===== config.mk =====
export PLATFORM = sky130hd
export DESIGN_NAME = qh_advance_engine
export DESIGN_NICKNAME = d
export VERILOG_FILES = /design/src/rtl/qh_pkg.sv /design/src/rtl/qh_beat_ctr.sv /design/src/rtl/qh_token_codec.sv /design/src/rtl/qh_advance_engine.sv
export SDC_FILE = /design/constraint.sdc
export NUM_CORES = 1
export LEC_CHECK = 0
export BUFFER_PORTS_ARGS = -buffer_cell sky130_fd_sc_hd__buf_2
export CORE_UTILIZATION = 53
export CTS_CLUSTER_SIZE = 8
export DETAILED_ROUTE_END_ITERATION = 12
export PLACE_DENSITY = 0.76
export SETUP_SLACK_MARGIN = 0.5
export SLEW_MARGIN = 15
export SYNTH_ARGS = -nofsm -noshare
export SYNTH_HDL_FRONTEND = slang
export SYNTH_HIERARCHICAL = 1
export SYNTH_SLANG_ARGS = --single-unit

===== constraint.sdc =====
create_clock -name clk -period 2.9 [get_ports clk]
set_input_delay 0.29 -clock clk [delete_from_list [all_inputs] [get_ports clk]]
set_output_delay 0.29 -clock clk [all_outputs]
set_load 0.005 [all_outputs]

===== src/rtl/qh_pkg.sv =====
package qh_pkg;
  localparam int ADDR_W      = 32;
  localparam int ALIGN_BITS  = 5;
  localparam int TOK_ACTIVE  = 7;
  localparam int TOK_HALT    = 6;
  localparam int LEN_LSB     = 16;
  localparam int LEN_W       = 15;
  localparam int QH_RD_BEATS = 3;
  localparam int TD_RD_BEATS = 3;
  localparam int OV_WR_BEATS = 4;
  localparam int BEAT_W      = $clog2(OV_WR_BEATS);
  localparam int QH_TOK_OFS  = 8;
  localparam int TD_TOK_OFS  = 4;

  typedef enum logic [3:0] {
    S_IDLE, S_QH_RD, S_CHK_QH, S_TD_RD, S_CHK_TD,
    S_OV_WR, S_EXEC, S_WB_TD, S_WB_QH, S_END
  } state_e;

  typedef enum logic [1:0] {
    END_NONE = 2'd0, END_TERM = 2'd1, END_INACT = 2'd2, END_HALT = 2'd3
  } end_e;

  typedef struct packed {
    logic [ADDR_W-1:0] nxt;
    logic [ADDR_W-1:0] cur;
    logic [31:0]       tok;
    logic [ADDR_W-1:0] bufp;
  } ovl_t;
endpackage


===== src/rtl/qh_beat_ctr.sv =====
module qh_beat_ctr #(
  parameter int W = 2
) (
  input  logic         clk,
  input  logic         rst_n,
  input  logic         clr_i,
  input  logic         adv_i,
  output logic [W-1:0] idx_o
);
  logic [W-1:0] idx_q, idx_d;
  logic         idx_en;

  always_comb begin
    idx_en = clr_i | adv_i;
    idx_d  = clr_i ? '0 : idx_q + 1'b1;
  end

  always_ff @(posedge clk or negedge rst_n) begin
    if (!rst_n)      idx_q <= '0;
    else if (idx_en) idx_q <= idx_d;
  end

  assign idx_o = idx_q;
endmodule


===== src/rtl/qh_token_codec.sv =====
module qh_token_codec
  import qh_pkg::*;
(
  input  logic [31:0]      tok_i,
  input  logic [LEN_W-1:0] remain_i,
  input  logic             halt_i,
  output logic             active_o,
  output logic             halted_o,
  output logic [LEN_W-1:0] len_o,
  output logic [31:0]      retired_o
);
  always_comb begin
    active_o  = tok_i[TOK_ACTIVE];
    halted_o  = tok_i[TOK_HALT];
    len_o     = tok_i[LEN_LSB +: LEN_W];
    retired_o = tok_i;
    retired_o[TOK_ACTIVE]         = 1'b0;
    retired_o[TOK_HALT]           = halt_i;
    retired_o[LEN_LSB +: LEN_W]   = remain_i;
  end
endmodule


===== src/rtl/qh_advance_engine.sv =====
module qh_advance_engine
  import qh_pkg::*;
(
  input  logic              clk,
  input  logic              rst_n,
  input  logic              visit_i,
  input  logic [ADDR_W-1:0] qh_addr_i,
  output logic              busy_o,
  output logic              done_o,
  output logic [1:0]        done_code_o,
  output logic              mem_req_o,
  output logic              mem_we_o,
  output logic [ADDR_W-1:0] mem_addr_o,
  output logic [31:0]       mem_wdata_o,
  input  logic              mem_ack_i,
  input  logic [31:0]       mem_rdata_i,
  output logic              exec_go_o,
  output logic [ADDR_W-1:0] exec_buf_o,
  output logic [LEN_W-1:0]  exec_len_o,
  input  logic              exec_done_i,
  input  logic [LEN_W-1:0]  exec_remain_i,
  input  logic              exec_halt_i
);
  localparam logic [BEAT_W-1:0] QH_LAST = BEAT_W'(QH_RD_BEATS - 1);
  localparam logic [BEAT_W-1:0] TD_LAST = BEAT_W'(TD_RD_BEATS - 1);
  localparam logic [BEAT_W-1:0] OV_LAST = BEAT_W'(OV_WR_BEATS - 1);

  state_e            state_q, state_d;
  end_e              code_q, code_d;
  logic [ADDR_W-1:0] base_q, base_d;
  logic [ADDR_W-1:0] qh_q;
  ovl_t              ov_q, ov_d;
  logic              ld_qh, ov_en, code_en;
  logic              beat_clr, beat_adv;
  logic [BEAT_W-1:0] beat_idx;
  logic              tok_active, tok_halted;
  logic [LEN_W-1:0]  tok_len;
  logic [31:0]       tok_retired;
  logic              unused_lo;

  assign unused_lo = ^qh_addr_i[ALIGN_BITS-1:0];

  qh_beat_ctr #(.W(BEAT_W)) u_beat (
    .clk(clk), .rst_n(rst_n), .clr_i(beat_clr), .adv_i(beat_adv), .idx_o(beat_idx)
  );

  qh_token_codec u_tok (
    .tok_i(ov_q.tok), .remain_i(exec_remain_i), .halt_i(exec_halt_i),
    .active_o(tok_active), .halted_o(tok_halted), .len_o(tok_len),
    .retired_o(tok_retired)
  );

  // Sequencer next-state
  always_comb begin
    state_d  = state_q;
    code_d   = code_q;
    base_d   = base_q;
    ov_d     = ov_q;
    ld_qh    = 1'b0;
    beat_clr = 1'b0;
    beat_adv = 1'b0;
    unique case (state_q)
      S_IDLE: if (visit_i) begin
        base_d   = {qh_addr_i[ADDR_W-1:ALIGN_BITS], {ALIGN_BITS{1'b0}}};
        ld_qh    = 1'b1;
        beat_clr = 1'b1;
        state_d  = S_QH_RD;
      end
      S_QH_RD: if (mem_ack_i) begin
        case (beat_idx)
          2'd0:    ov_d.nxt = mem_rdata_i;
          2'd1:    ov_d.cur = mem_rdata_i;
          default: ov_d.tok = mem_rdata_i;
        endcase
        if (beat_idx == QH_LAST) begin beat_clr = 1'b1; state_d = S_CHK_QH; end
        else beat_adv = 1'b1;
      end
      S_CHK_QH: begin
        if (tok_halted) begin
          code_d = END_HALT; state_d = S_END;
        end else if (ov_q.nxt[0]) begin
          code_d = END_TERM; state_d = S_END;
        end else begin
          base_d   = {ov_q.nxt[ADDR_W-1:ALIGN_BITS], {ALIGN_BITS{1'b0}}};
          beat_clr = 1'b1;
          state_d  = S_TD_RD;
        end
      end
      S_TD_RD: if (mem_ack_i) begin
        case (beat_idx)
          2'd0:    ov_d.nxt  = mem_rdata_i;
          2'd1:    ov_d.tok  = mem_rdata_i;
          default: ov_d.bufp = mem_rdata_i;
        endcase
        if (beat_idx == TD_LAST) begin beat_clr = 1'b1; state_d = S_CHK_TD; end
        else beat_adv = 1'b1;
      end
      S_CHK_TD: begin
        if (!tok_active) begin
          code_d = END_INACT; state_d = S_END;
        end else begin
          ov_d.cur = base_q;
          base_d   = qh_q;
          beat_clr = 1'b1;
          state_d  = S_OV_WR;
        end
      end
      S_OV_WR: if (mem_ack_i) begin
        if (beat_idx == OV_LAST) begin beat_clr = 1'b1; state_d = S_EXEC; end
        else beat_adv = 1'b1;
      end
      S_EXEC: if (exec_done_i) begin
        ov_d.tok = tok_retired;
        state_d  = S_WB_TD;
      end
      S_WB_TD: if (mem_ack_i) state_d = S_WB_QH;
      S_WB_QH: if (mem_ack_i) begin
        if (tok_halted) begin code_d = END_HALT; state_d = S_END; end
        else state_d = S_CHK_QH;
      end
      S_END:   state_d = S_IDLE;
      default: state_d = S_IDLE;
    endcase
    ov_en   = (ov_d != ov_q);
    code_en = (code_d != code_q);
  end

  // Registers
  always_ff @(posedge clk or negedge rst_n) begin
    if (!rst_n) begin
      state_q <= S_IDLE;
      code_q  <= END_NONE;
      base_q  <= '0;
      qh_q    <= '0;
      ov_q    <= '0;
    end else begin
      state_q <= state_d;
      base_q  <= base_d;
      if (code_en) code_q <= code_d;
      if (ld_qh)   qh_q   <= base_d;
      if (ov_en)   ov_q   <= ov_d;
    end
  end

  // Outputs
  always_comb begin
    busy_o      = (state_q != S_IDLE);
    done_o      = (state_q == S_END);
    done_code_o = code_q;
    mem_req_o   = (state_q == S_QH_RD) || (state_q == S_TD_RD) || (state_q == S_OV_WR) ||
                  (state_q == S_WB_TD) || (state_q == S_WB_QH);
    mem_we_o    = (state_q == S_OV_WR) || (state_q == S_WB_TD) || (state_q == S_WB_QH);
    mem_addr_o  = base_q + {{(ADDR_W-BEAT_W-2){1'b0}}, beat_idx, 2'b00};
    mem_wdata_o = '0;
    unique case (state_q)
      S_WB_TD: begin mem_addr_o = ov_q.cur + TD_TOK_OFS; mem_wdata_o = ov_q.tok; end
      S_WB_QH: begin mem_addr_o = qh_q + QH_TOK_OFS;     mem_wdata_o = ov_q.tok; end
      S_OV_WR: begin
        case (beat_idx)
          2'd0:    mem_wdata_o = ov_q.nxt;
          2'd1:    mem_wdata_o = ov_q.cur;
          2'd2:    mem_wdata_o = ov_q.tok;
          default: mem_wdata_o = ov_q.bufp;
        endcase
      end
      default: ;
    endcase
    exec_go_o  = (state_q == S_EXEC);
    exec_buf_o = ov_q.bufp;
    exec_len_o = tok_len;
  end

  AST_IDLE_QUIET: assert property (@(posedge clk) disable iff (!rst_n)
    !busy_o |-> !mem_req_o && !exec_go_o && !done_o);
  AST_TERM_ENDS: assert property (@(posedge clk) disable iff (!rst_n)
    (state_q == S_CHK_QH && !tok_halted && ov_q.nxt[0]) |=> done_o && done_code_o == END_TERM);
  AST_GO_HOLD: assert property (@(posedge clk) disable iff (!rst_n)
    exec_go_o && !exec_done_i |=> exec_go_o);
  AST_GO_NO_MEM: assert property (@(posedge clk) disable iff (!rst_n)
    exec_go_o |-> !mem_req_o);
  AST_WORD_ALIGN: assert property (@(posedge clk) disable iff (!rst_n)
    mem_req_o |-> mem_addr_o[1:0] == 2'b00);
  AST_DONE_PULSE: assert property (@(posedge clk) disable iff (!rst_n)
    done_o |=> !done_o && !busy_o);
  AST_REQ_HOLD: assert property (@(posedge clk) disable iff (!rst_n)
    mem_req_o && !mem_ack_i |=> mem_req_o && $stable(mem_addr_o) &&
    $stable(mem_we_o) && $stable(mem_wdata_o));
endmodule


==> reports/results.tsv <==
metric	value	unit
Worst EP required	2.61	ns
Clk pwr share	0.145	
Syn Nets	1597	
std cell rows	57	
effective utilization at floorplan	0.5465	
final slew viol count	0	
Final ANT Viol Nets	0	
CTS sink cnt	200	
setup slack after layout	-0.1709	ns
clock root cell	clkbuf_16	
Finished Cell Area	16280	µm²
DR DRC count	0	
achievable frequency	0.3256	GHz
most numerous cell in the Yosys netlist	nand2_1	
P_int	0.009479	W
failing checks	setup timing	
mapped cell area	13410	µm²
RSZ-0062 raised after global routing	yes	
Tmin final	3.071	ns
Distinct cells, synth	61	
Peak VDD IR	0.0004703	V
core area	24530	µm²
DRT iter0 DRCs	1887	
Yosys warnings	6	
Reg clk slew, reported paths	0.08	ns
fin nets	1734	
leading area contributor after synthesis	dfrtp_1	
CTS tree	yes	
final setup vio count	10	
CTS H-tree depth	4	
die area	25940	µm²
commonest register cell after synthesis	dfrtp_1	
hpwl dp	29680	µm
largest net degree at the start of global routing	65	
top cells by instance count after synthesis	304 x nand2_1, 200 x dfrtp_1, 97 x mux2i_1	
cell count after placement	1893	
crit-path max FO	4	
vias	13030	
Synth area leaders	dfrtp_1 37%, nand2_1 8.5%, mux2i_1 7.2%, mux2_2 5.4%, buf_4 4.7%	
total gr overflow	0	
kind of critical path	reg -> out	
sw frac	0.4461	
power consumption	0.01711	W
WL final	46470	µm
Total GRT Usage	0.3284	
Final Cycle Share	1.059	
max-cap violations	0	
Slew @ Worst Pin	0.6288	ns
post-synth top area share	0.3733	
Power Density	1051	nW/µm²
WL/cell	23.47	µm
Area Growth Syn to Fin	21.42	%
TritonCTS Buffers	17	
Final Hold Fails	0	
I/O pin cnt	203	
Hold Crit Class	in -> reg	
vias per inst	6.580	
Worst slew margin	0.5808	
DR pass1 iterations	6	
EDFF count, synth	0	
worst-skew pair later-pin latency	0.44	ns
Clock Path Buffers	2	
GPL Wtd Cong	0.9420	
CP Capture Type	primary output	
Post-synth ARST share	1.000	
Inserted Diodes	0	
WP data arrival	2.78	ns
Flop pwr share	0.332	
Max Clock Skew	0.01046	ns
Finished Layout Cells	1980	
placed inst area	14270	µm²
first-pass GRT wire length	66940	µm
nature of the critical path startpoint	register	
Net Switching	0.007634	W
LEAKAGE	7.870	nW
Post-Syn Instances	1507	
synthesized flop and latch total	200	
Seq/Total Area, Yosys	0.3733	
number of antenna violations at the first check in global routing	1	
vias in the first global route	11760	
Gate power share	0.523	
port bufs	197	
Die Y	161.1	µm
status	finished with violations	
layout cell share with drive strength beyond 1	0.3279	
Mean Syn Cell Area	8.897	µm²
Die W	161.1	µm
==> layout make-up <==
| type | count | area [µm²] |
|---|---|---|
| well taps | 324 | 405.4 |
| clock buffers | 17 | 425.4 |
| multi-input cells | 1099 | 7941 |
| inverters | 17 | 63.81 |
| repair buffers | 309 | 2255 |
| clock inverters | 14 | 168.9 |
| fillers | 1903 | 8254 |
| flip-flops and latches | 200 | 5020 |
==> worst paths after layout <==
check	from	to	slack (ns)	cells past startpoint
max	base_q[2]	mem_addr_o[20]	-0.17	9
min	qh_addr_i[8]	qh_q[8]	0.07	3
max reg2reg	state_q[2]	exec_buf_o[6]	0.44	6
min reg2reg	done_code_o[1]	done_code_o[1]	0.53	2
max in group asynchronous	rst_n	state_q[3]	1.71	3
min in group asynchronous	rst_n	qh_q[10]	0.40	2
==> power by group through the flow <==
stage               Clock (W)  Sequential (W)  Combinational [W]
finish                0.00248         0.00568            0.00896
global route          0.00258         0.00581            0.00959
CTS                   0.00247         0.00547            0.00774
detailed placement          0         0.00556            0.00743
global placement            0         0.00549            0.00721
floorplan                   0         0.00494            0.00581
==> through the flow <==
step	utilization	hold WS [ns]	worst slack (ns)	TNS (ns)
5_1_grt	0.6636	0.06708	-0.2472	-2.021
6_report	0.6636	0.06570	-0.1709	-0.8630
2_1_floorplan	-	-0.005591	0.4146	0
3_5_place_dp	0.5815	0.3068	0.2833	0
3_3_place_gp	0.5815	0.3128	0.3114	0
4_1_cts	0.6164	0.05539	-0.09363	-0.4531
==> layer usage <==
layer	up-vias	wire (µm)	track usage
met5	-	0	0
met4	0	1705	0.1012
met3	152	5219	0.05136
met2	959	20900	0.4890
met1	6309	18640	0.4895
li1	5608	-	-
==> timing repair <==
item | in CTS | in global routing
hold buffers | 1 | 0
hold endpoints to repair | 55 | 0
gates resized for setup | 44 | 193
buffers inserted | 13 | 32
gates cloned | 0 | 10
endpoints found under the setup margin | 74 | 65
pin swaps | 16 | 39
==> critical path: stages (launching register included) <==
cell and delay, ns:
dfrtp_1 0.41, ha_4 0.16, inv_2 0.04, fa_2 0.36
nand3b_1 0.22, or3_4 0.46, nor3_2 0.23, xnor2_1 0.09
o221ai_1 0.22, buf_2 0.16
==> registers in the layout, summed over array words and instances (netlist names) <==
| signal | cells |
|---|---|
| base_q | 32 |
| done_code_o | 2 |
| exec_buf_o | 32 |
| ov_q | 96 |
| qh_q | 32 |
| state_q | 4 |
| u_beat/idx_o | 2 |
==> kinds of logic after synthesis <==
group,Yosys count,synth area share
DFF,200,0.3733
AOI/OAI and AO/OA,348,0.1801
adders and majority gates,5,0.005226
muxes,164,0.1312
and+or+nand+nor,513,0.1807
other,1,0.0002797
buffers and inverters,208,0.08483
xor gates and xnor gates,68,0.04442
==> cells in the final DEF, fill, tap and decap left out, types with 39 or more instances in the layout <==
master	count
a2bb2oi_1	65
o21ai_0	43
mux2i_1	93
buf_4	65
nand2_1	267
a21oi_1	76
dfrtp_1	188
buf_2	193
nor2_1	49
a22oi_1	39
mux2_2	64
Power figures use the tool's default switching activity.
